--- config.mk ---
export PLATFORM = sky130hd
export DESIGN_NAME = fast_train_seq
export DESIGN_NICKNAME = d
export VERILOG_FILES = /design/src/rtl/fast_train_pkg.sv /design/src/rtl/fast_train_ctrl.sv /design/src/rtl/fast_train_datapath.sv /design/src/rtl/fast_train_seq.sv
export SDC_FILE = /design/constraint.sdc
export NUM_CORES = 1
export LEC_CHECK = 0
export ABC_AREA = 1
export CAP_MARGIN = 20
export CORE_MARGIN = 10
export CORE_UTILIZATION = 37
export CTS_BUF_LIST = sky130_fd_sc_hd__clkbuf_4 sky130_fd_sc_hd__clkbuf_8
export DETAILED_ROUTE_END_ITERATION = 12
export MAX_ROUTING_LAYER = met4
export PLACE_DENSITY = 0.76
export SLEW_MARGIN = 20
export SYNTH_ARGS = -nofsm -noshare
export SYNTH_HDL_FRONTEND = slang
export SYNTH_SLANG_ARGS = --single-unit
--- constraint.sdc ---
create_clock -name clk -period 2.41 [get_ports clk]
set_input_delay 0.482 -clock clk [delete_from_list [all_inputs] [get_ports clk]]
set_output_delay 0.482 -clock clk [all_outputs]
set_load 0.005 [all_outputs]
--- src/rtl/fast_train_pkg.sv ---
package fast_train_pkg;

  typedef enum logic [2:0] {
    OP_CFG,
    OP_PAT1,
    OP_PAT2,
    OP_READ,
    OP_OFF
  } sbOp_e;

  typedef enum logic [2:0] {
    ST_IDLE,
    ST_SEND,
    ST_WAIT,
    ST_HOLD,
    ST_FIN
  } ftState_e;

  typedef struct packed {
    logic  issue;
    sbOp_e op;
    logic  timerClr;
    logic  clearRes;
    logic  markFail;
    logic  finish;
  } ftStrobe_t;

  localparam int SCRAMBLE_OFF_BIT = 5;

endpackage

--- src/rtl/fast_train_ctrl.sv ---
module fast_train_ctrl
  import fast_train_pkg::*;
(
  input  logic      clk,
  input  logic      rstN,
  input  logic      start,
  input  logic      sinkFastCap,
  input  logic      prevClockOk,
  input  logic      prevEqualOk,
  input  logic      sbAck,
  input  logic      sbErr,
  input  logic      tmrExpire,
  output ftStrobe_t strb,
  output logic      busy
);

  ftState_e st, stNext;
  sbOp_e    opR, opNext;
  logic     eligible;

  assign eligible = sinkFastCap & prevClockOk & prevEqualOk;
  assign busy     = (st != ST_IDLE);

  always_comb begin
    stNext = st;
    opNext = opR;
    strb   = '0;
    case (st)
      ST_IDLE: begin
        if (start) begin
          strb.clearRes = 1'b1;
          if (eligible) begin
            opNext = OP_CFG;
            stNext = ST_SEND;
          end else begin
            strb.markFail = 1'b1;
            stNext        = ST_FIN;
          end
        end
      end
      ST_SEND: begin
        strb.issue = 1'b1;
        strb.op    = opR;
        stNext     = ST_WAIT;
      end
      ST_WAIT: begin
        if (sbAck) begin
          if (opR == OP_OFF) begin
            stNext = ST_FIN;
          end else if (sbErr) begin
            opNext = OP_OFF;
            stNext = ST_SEND;
          end else begin
            case (opR)
              OP_CFG: begin
                opNext = OP_PAT1;
                stNext = ST_SEND;
              end
              OP_PAT1, OP_PAT2: begin
                strb.timerClr = 1'b1;
                stNext        = ST_HOLD;
              end
              default: begin
                opNext = OP_OFF;
                stNext = ST_SEND;
              end
            endcase
          end
        end
      end
      ST_HOLD: begin
        if (tmrExpire) begin
          opNext = (opR == OP_PAT1) ? OP_PAT2 : OP_READ;
          stNext = ST_SEND;
        end
      end
      default: begin
        strb.finish = 1'b1;
        stNext      = ST_IDLE;
      end
    endcase
  end

  always_ff @(posedge clk) begin
    if (!rstN) begin
      st  <= ST_IDLE;
      opR <= OP_CFG;
    end else begin
      st  <= stNext;
      opR <= opNext;
    end
  end

  AST_SKIP_FAST: assert property (@(posedge clk) disable iff (!rstN)
    (st == ST_IDLE && start && !eligible) |=> (st == ST_FIN));

  AST_HOLD_WAIT: assert property (@(posedge clk) disable iff (!rstN)
    (st == ST_HOLD && !tmrExpire) |=> (st == ST_HOLD));

  AST_START_IGNORED: assert property (@(posedge clk) disable iff (!rstN)
    (st == ST_HOLD && start && !tmrExpire) |=> (st == ST_HOLD && $stable(opR)));

endmodule

--- src/rtl/fast_train_datapath.sv ---
module fast_train_datapath
  import fast_train_pkg::*;
#(
  parameter int             LANES     = 4,
  parameter int             DW        = 8,
  parameter int             AW        = 20,
  parameter int             HOLD_US   = 500,
  parameter logic [AW-1:0]  ADDR_CFG  = 20'h00100,
  parameter logic [AW-1:0]  ADDR_PAT  = 20'h00102,
  parameter logic [AW-1:0]  ADDR_STAT = 20'h00202
) (
  input  logic          clk,
  input  logic          rstN,
  input  ftStrobe_t     strb,
  input  logic          sinkTps3Cap,
  input  logic [DW-1:0] cfgData,
  input  logic          usTick,
  input  logic          sbAck,
  input  logic          sbErr,
  input  logic [DW-1:0] sbRdata,
  output logic          sbReq,
  output logic          sbWrite,
  output logic [AW-1:0] sbAddr,
  output logic [DW-1:0] sbWdata,
  output logic          tmrExpire,
  output logic          done,
  output logic          pass,
  output logic          fallback
);

  localparam int CW = $clog2(HOLD_US + 1);
  localparam logic [CW-1:0] LAST_TICK = CW'(HOLD_US - 1);

  logic [CW-1:0]    tickCnt;
  sbOp_e            curOp;
  logic             failR;
  logic [LANES-1:0] laneLock, laneEq;
  logic             statusBad, ackNow;

  function automatic logic [DW-1:0] patByte(input logic [1:0] code);
    logic [DW-1:0] b;
    b = '0;
    if (code != 2'd0) begin
      b[1:0]             = code;
      b[SCRAMBLE_OFF_BIT] = 1'b1;
    end
    return b;
  endfunction

  assign laneLock  = sbRdata[LANES-1:0];
  assign laneEq    = sbRdata[2*LANES-1:LANES];
  assign statusBad = ~(&laneLock) | ~(&laneEq);
  assign ackNow    = sbReq & sbAck;
  assign tmrExpire = usTick & (tickCnt == LAST_TICK);

  always_ff @(posedge clk) begin
    if (!rstN) begin
      sbReq    <= 1'b0;
      sbWrite  <= 1'b0;
      sbAddr   <= '0;
      sbWdata  <= '0;
      curOp    <= OP_CFG;
      tickCnt  <= '0;
      failR    <= 1'b0;
      done     <= 1'b0;
      pass     <= 1'b0;
      fallback <= 1'b0;
    end else begin
      if (strb.issue) begin
        sbReq <= 1'b1;
        curOp <= strb.op;
        case (strb.op)
          OP_CFG: begin
            sbWrite <= 1'b1;
            sbAddr  <= ADDR_CFG;
            sbWdata <= cfgData;
          end
          OP_PAT1: begin
            sbWrite <= 1'b1;
            sbAddr  <= ADDR_PAT;
            sbWdata <= patByte(2'd1);
          end
          OP_PAT2: begin
            sbWrite <= 1'b1;
            sbAddr  <= ADDR_PAT;
            sbWdata <= patByte(sinkTps3Cap ? 2'd3 : 2'd2);
          end
          OP_READ: begin
            sbWrite <= 1'b0;
            sbAddr  <= ADDR_STAT;
            sbWdata <= '0;
          end
          default: begin
            sbWrite <= 1'b1;
            sbAddr  <= ADDR_PAT;
            sbWdata <= patByte(2'd0);
          end
        endcase
      end else if (ackNow) begin
        sbReq <= 1'b0;
      end

      if (strb.timerClr)
        tickCnt <= '0;
      else if (usTick && tickCnt != LAST_TICK)
        tickCnt <= tickCnt + 1'b1;

      if (strb.clearRes)
        failR <= strb.markFail;
      else if (strb.markFail)
        failR <= 1'b1;
      else if (ackNow && (sbErr || (curOp == OP_READ && statusBad)))
        failR <= 1'b1;

      done <= strb.finish;
      if (strb.clearRes) begin
        pass     <= 1'b0;
        fallback <= 1'b0;
      end else if (strb.finish) begin
        pass     <= ~failR;
        fallback <= failR;
      end
    end
  end

  AST_REQ_HOLD: assert property (@(posedge clk) disable iff (!rstN)
    (sbReq && !sbAck) |=> (sbReq && $stable(sbAddr) && $stable(sbWdata) && $stable(sbWrite)));

  AST_REQ_GAP: assert property (@(posedge clk) disable iff (!rstN)
    (sbReq && sbAck) |=> !sbReq);

  AST_SCRAMBLE_OFF: assert property (@(posedge clk) disable iff (!rstN)
    (sbReq && sbWrite && sbAddr == ADDR_PAT && sbWdata[1:0] != 2'd0) |-> sbWdata[SCRAMBLE_OFF_BIT]);

  AST_RESULT_EXCL: assert property (@(posedge clk) disable iff (!rstN)
    done |-> (pass != fallback));

endmodule

--- src/rtl/fast_train_seq.sv ---
module fast_train_seq
  import fast_train_pkg::*;
#(
  parameter int             LANES     = 4,
  parameter int             DW        = 8,
  parameter int             AW        = 20,
  parameter int             HOLD_US   = 500,
  parameter logic [AW-1:0]  ADDR_CFG  = 20'h00100,
  parameter logic [AW-1:0]  ADDR_PAT  = 20'h00102,
  parameter logic [AW-1:0]  ADDR_STAT = 20'h00202
) (
  input  logic          clk,
  input  logic          rstN,
  input  logic          start,
  input  logic          sinkFastCap,
  input  logic          sinkTps3Cap,
  input  logic          prevClockOk,
  input  logic          prevEqualOk,
  input  logic [DW-1:0] cfgData,
  input  logic          usTick,
  output logic          sbReq,
  output logic          sbWrite,
  output logic [AW-1:0] sbAddr,
  output logic [DW-1:0] sbWdata,
  input  logic          sbAck,
  input  logic          sbErr,
  input  logic [DW-1:0] sbRdata,
  output logic          busy,
  output logic          done,
  output logic          pass,
  output logic          fallback
);

  ftStrobe_t strb;
  logic      tmrExpire;

  fast_train_ctrl u_ctrl (
    .clk         (clk),
    .rstN        (rstN),
    .start       (start),
    .sinkFastCap (sinkFastCap),
    .prevClockOk (prevClockOk),
    .prevEqualOk (prevEqualOk),
    .sbAck       (sbAck),
    .sbErr       (sbErr),
    .tmrExpire   (tmrExpire),
    .strb        (strb),
    .busy        (busy)
  );

  fast_train_datapath #(
    .LANES     (LANES),
    .DW        (DW),
    .AW        (AW),
    .HOLD_US   (HOLD_US),
    .ADDR_CFG  (ADDR_CFG),
    .ADDR_PAT  (ADDR_PAT),
    .ADDR_STAT (ADDR_STAT)
  ) u_dp (
    .clk         (clk),
    .rstN        (rstN),
    .strb        (strb),
    .sinkTps3Cap (sinkTps3Cap),
    .cfgData     (cfgData),
    .usTick      (usTick),
    .sbAck       (sbAck),
    .sbErr       (sbErr),
    .sbRdata     (sbRdata),
    .sbReq       (sbReq),
    .sbWrite     (sbWrite),
    .sbAddr      (sbAddr),
    .sbWdata     (sbWdata),
    .tmrExpire   (tmrExpire),
    .done        (done),
    .pass        (pass),
    .fallback    (fallback)
  );

endmodule

==> results of run 1 <==
registers in the layout, summed over array words and instances (netlist names), 3 cells and up:
| register | count |
|---|---|
| u_ctrl.opR | 3 |
| u_ctrl.st | 3 |
| u_dp.curOp | 3 |
| u_dp.sbAddr | 3 |
| u_dp.sbWdata | 8 |
| u_dp.tickCnt | 9 |
through the flow:
stage               setup WS, ns  util [%]  total power (W)
floorplan                   1.01         -          0.00101
global route               0.311      49.8          0.00178
detailed placement         0.561      47.6          0.00118
CTS                        0.364      49.8          0.00168
global placement           0.587      47.6          0.00117
finish                     0.371      49.8          0.00166
kinds of logic after synthesis:
family,share of synthesized area [%]
compound gates,14.3
other cells,0.205
flops,38.3
buf+inv,14.4
simple gates,30.3
xor+xnor,1.91
fa+ha+maj,0.683
final cells by class:
type / count / share of cell area [%]
multi-input cells: 188 / 39.2
inverters: 29 / 4.60
well taps: 67 / 3.54
clock buffers: 8 / 4.39
flip-flops and latches: 35 / 29.6
repair buffers: 45 / 18.7
cells in the final DEF (no fill, tap or decap), types with 3 or more instances in the layout:
master,count
inv_1,26
clkbuf_8,7
dfxtp_1,35
clkdlybuf4s50_1,42
buf_4,3
o21ai_0,8
nand3_1,13
xnor2_1,4
inv_2,3
nor2_1,22
nand2_1,70
nand2_2,4
a21oi_1,25
conb_1,17
nand4_1,5
critical path, stage by stage (launching register included):
cell	delay [ns]
dfxtp_1	0.46
inv_2	0.10
nand2_2	0.09
nor2_2	0.05
inv_1	0.06
clkdlybuf4s50_1	0.51
routing by layer:
layer	vias to the layer above	share of wire (%)
li1	877	-
met1	715	44
met2	51	46
met3	10	7.4
met4	0	2.8
met5	-	0
worst max path at each step:
stage,endpoint,slack [ns],depth (start not counted)
final,busy,0.37,5
after global routing,busy,0.31,5
after CTS,busy,0.36,5
after detailed placement,u_dp.tickCnt[4],0.56,5
after global placement,u_dp.tickCnt[4],0.59,5
after floorplan,u_dp.tickCnt[4],1.01,7
where the power goes:
| group | switching [W] | internal (W) |
|---|---|---|
| logic | 0.000267 | 0.000214 |
| clock network | 0.000216 | 0.000272 |
| registers | 0.0000474 | 0.000646 |
| total | 0.000530 | 0.00113 |
==> impl_metrics.yaml, run 1 <==
layout:
  seq_area_um2: 701
  nFillCells: 472
  antenna_cells: 0
  drive_gt1_share_pct: 9.51
  design_area_mm2: 0.00237
  multi_input_area_um2: 927
  areaGrowthSynthToFinish_pct: 29.2
  layoutNonFillerInstCount: 372
  nNetsFinal: 331
grt:
  met3_usage_pct: 4.41
  grt_overflow: 0
  use_met1_pct: 12.2
  grt.total_usage_pct: 11.4
  top_usage_layer: "met2"
  grt_pass1_vias: 1674
  grt_max_degree: 17
  antenna_found_initial: 0
  use_met2_pct: 17.8
  grt_pass1_wl_um: 7600
timing:
  finalHoldViolations: 0
  slew_violations: 0
  finalClockSkew_ns: 0.00388
  min_period_ns: 2.04
  whs_ns: 0.468
  tightest_slew_ns: 0.516
  rsz0062_at_grt: "false"
  min_period_over_period_pct: 84.6
  finalSetupTns_ns: 0
  finalSetupViolations: 0
  relSlewSlack_pct: 65.6
  timing.fmax_ghz: 0.490
synthesis:
  ys_ff_latch: 35
  synth.distinct_cells: 32
  synth.most_common_cell: "nand2_1"
  yosysTopAreaCellShare_pct: 38.3
  synth_edf_count: 0
  synth_area_mm2: 0.00183
  async_flop_share_pct: 0
  synth_area_leaders: "dfxtp_1, nand2_1, buf_4"
  ys_seq_area_share_pct: 38.3
  yosysTopAreaCell: "dfxtp_1"
  synth_common_cells: "nand2_1, dfxtp_1, inv_1"
  synth.avg_cell_area_um2: 7.13
  syn_inst: 257
  synth_warnings: 0
  dominantRegCellSynth: "dfxtp_1"
worst_hold_path:
  hold_depth: 2
  min_path_type: "flip-flop to flip-flop"
  hp-start: "u_dp.sbAddr[1]"
  hold_end: "u_dp.sbAddr[1]"
cts:
  ctsResizeCount: 0
  htree_num_levels: 2
  cts-hold-fix-buffers: 0
  cts_buffer_depth: 2
  cts.sinks: 35
  postCtsSetupRepairBufs: 0
  cts-root-buf: "clkbuf_8"
  cts.clk_slew.worst_paths_ns: 0.07
  worstSkewPairLatency_ns: 0.29
  cts_tree: "yes"
  numCtsBuffers: 5
worst_setup_path:
  startpoint: "u_ctrl.st[2]"
  worstPathMaxFanout: 6
  critPathArrivalTime_ns: 1.56
  cp.required_ns: 1.93
  critPathKind: "flip-flop to output port"
  reg2reg_depth: 8
  rr_startpoint: "u_dp.tickCnt[0]"
  r2r-end: "u_dp.tickCnt[4]"
  reg2reg_slack_ns: 0.79
  start_kind: "flip-flop"
  worst_setup_path_end_kind: "output port"
power:
  ir_drop_mv: 0.418
  leakage_nw: 1.00
  p_per_area_mw_per_mm2: 702
routing:
  via_count: 1653
  antenna_left: 0
  wl_per_cell_um: 12.0
  drt-initial-drc-count: 107
  drc: 0
  routed_wl_um: 4480
  dr.pass1.iters: 6
  vias_per_cell: 4.44
place:
  dp.cells: 364
  post-dp-hpwl_um: 3470
  portBuffers: 42
  gp_congestion: 0.890
  place_area_mm2: 0.00226
die:
  start_util_pct: 38.5
  rows: 25
  die_h_um: 90.4
  dieArea_mm2: 0.00816
  core-area_mm2: 0.00475
  io_pins: 60
  fp.dieW_um: 90.4
flow_run:
  drv_cap: 0
run_status:
  status: "finished clean"
Note: power is estimated with default switching activity, not from simulation.
==> inputs of run 2 (changes only) <==
==> constraint.sdc (replaced) <==
create_clock -name clk -period 1.9 [get_ports clk]
set_input_delay 0.38 -clock clk [delete_from_list [all_inputs] [get_ports clk]]
set_output_delay 0.38 -clock clk [all_outputs]
set_load 0.005 [all_outputs]
==> run 2 against run 1 <==
  * Largest power group unchanged
  * Combinational power up 30%
  * Power up 23%
  * Highest routed layer unchanged
  * Clock power up 10%
  * Clock skew up 0.0013 ns
  * Sequential cell count unchanged
  * Sequential share of layout area down 0.076 points
  * Cell count up 0.81%
==> impl_metrics.yaml, run 2 (same netlist as run 1, synthesis figures left out) <==
routing:
  via_count: 1700
  routed_wl_um: 4270
  antenna_left: 0
  dr.pass1.iters: 4
  wl_per_cell_um: 11.4
  drt-initial-drc-count: 80
  vias_per_cell: 4.53
  drc: 0
timing:
  finalHoldViolations: 0
  timing.fmax_ghz: 0.635
  min_period_ns: 1.58
  worst_slack_ns: 0.324
  min_period_over_period_pct: 82.9
  slew_violations: 0
  finalSetupTns_ns: 0
  finalSetupViolations: 0
  finalClockSkew_ns: 0.00516
  rsz0062_at_grt: "false"
flow_run:
  drv_cap: 0
cts:
  cts-root-buf: "clkbuf_8"
  worstSkewPairLatency_ns: 0.29
  htree_num_levels: 2
  cts-hold-fix-buffers: 0
  cts.sinks: 35
  cts.clk_slew.worst_paths_ns: 0.07
  cts_tree: "yes"
  numCtsBuffers: 5
  cts_buffer_depth: 2
grt:
  antenna_found_initial: 0
  grt.total_usage_pct: 11.3
  grt_pass1_vias: 1823
  grt_max_degree: 16
  grt_pass1_wl_um: 7730
  grt_overflow: 0
worst_setup_path:
  crit_path_cell_trace: "ha_1 -> nand2_1 -> nor2_4 -> nand2_1 -> nand2_1 -> nor2_1 -> nand3b_1 -> a21oi_1"
  worst_setup_path_end_kind: "flip-flop"
  critPathKind: "flip-flop to flip-flop"
  cp.required_ns: 2.07
  max_stage_delay_ns: 0.38
  startpoint: "u_dp.tickCnt[0]"
  crit_family: "simple AND/OR/NAND/NOR gates"
  worstPathMaxFanout: 8
  rr_startpoint: "u_dp.tickCnt[0]"
  critPathArrivalTime_ns: 1.75
  crit_buf_inv: 0
  cpMaxStageDelayCell: "dfxtp_1"
  start_kind: "flip-flop"
  cpMostUsedCell: "nand2_1"
power:
  leakage_nw: 1.02
  power_w: 0.00205
  ir_drop_mv: 0.508
  p_per_area_mw_per_mm2: 857
worst_hold_path:
  min_path_type: "flip-flop to flip-flop"
  hp-start: "u_dp.sbAddr[1]"
die:
  fp.dieW_um: 90.4
  core-area_mm2: 0.00475
  die_h_um: 90.4
  rows: 25
  io_pins: 60
  dieArea_mm2: 0.00816
  start_util_pct: 38.5
run_status:
  status: "finished clean"
layout:
  design_area_mm2: 0.00239
  largest_register_ffs: 9
  antenna_cells: 0
  areaGrowthSynthToFinish_pct: 30.3
  top_regs: "u_dp.tickCnt: 9 flops, u_dp.sbWdata: 8 flops"
  drive_gt1_share_pct: 10.7
  nNetsFinal: 334
  final_common_cell: "nand2_1"
  top_register: "u_dp.tickCnt"
  final_cell_mix: "nand2_1, clkdlybuf4s50_1, dfxtp_1"
place:
  gp_congestion: 0.886
  place_area_mm2: 0.00228
  portBuffers: 42
  post-dp-hpwl_um: 3490
  dp_slack_ns: 0.187
[run 2: final timing paths]
path                           to  slack, ns  cells past startpoint
setup / recovery  u_dp.tickCnt[4]       0.32                      8
hold / removal     u_dp.sbAddr[1]       0.46                      2
setup reg to reg  u_dp.tickCnt[4]       0.32                      8
hold reg to reg    u_dp.sbAddr[1]       0.46                      2
[run 2: tightest hold or removal path, stage by stage, from the launching register on]
cell and delay [ns]:
dfxtp_1 0.31, nand2_1 0.06, a21oi_1 0.05
[run 2: layout make-up]
type | instances | area (µm²)
flip-flops and latches | 35 | 704
multi-input cells | 188 | 932
clock inverters | 1 | 5.00
clock buffers | 7 | 83.8
fillers | 462 | 2370
well taps | 67 | 83.8
inverters | 29 | 109
repair buffers | 48 | 468
[run 2: where the power goes]
group          switching, W  internal, W  total [W]
clock network      0.000254     0.000285   0.000539
registers         0.0000601     0.000822   0.000882
logic              0.000338     0.000286   0.000624
[run 2: metal layers]
metal	vias to the layer above	GRT usage, %	routed length, µm
met5	-	-	0
met4	0	3.85	41
met3	5	4.90	291
met2	40	19.1	2030
met1	767	11.5	1910
li1	888	-	-
[run 2: stage by stage]
stage	hold WS [ns]	cells	util [%]
CTS	0.469	374	49.8
detailed placement	0.458	366	47.9
global route	0.489	375	50.2
floorplan	0.445	273	-
finish	0.462	375	50.2
global placement	0.448	366	47.9
[run 2: repair_timing]
action | 4_1_cts | 5_1_grt
resized for setup | 1 | 3
setup endpoints to repair | 1 | 1
buffers inserted | 0 | 1
pin swaps | 0 | 1
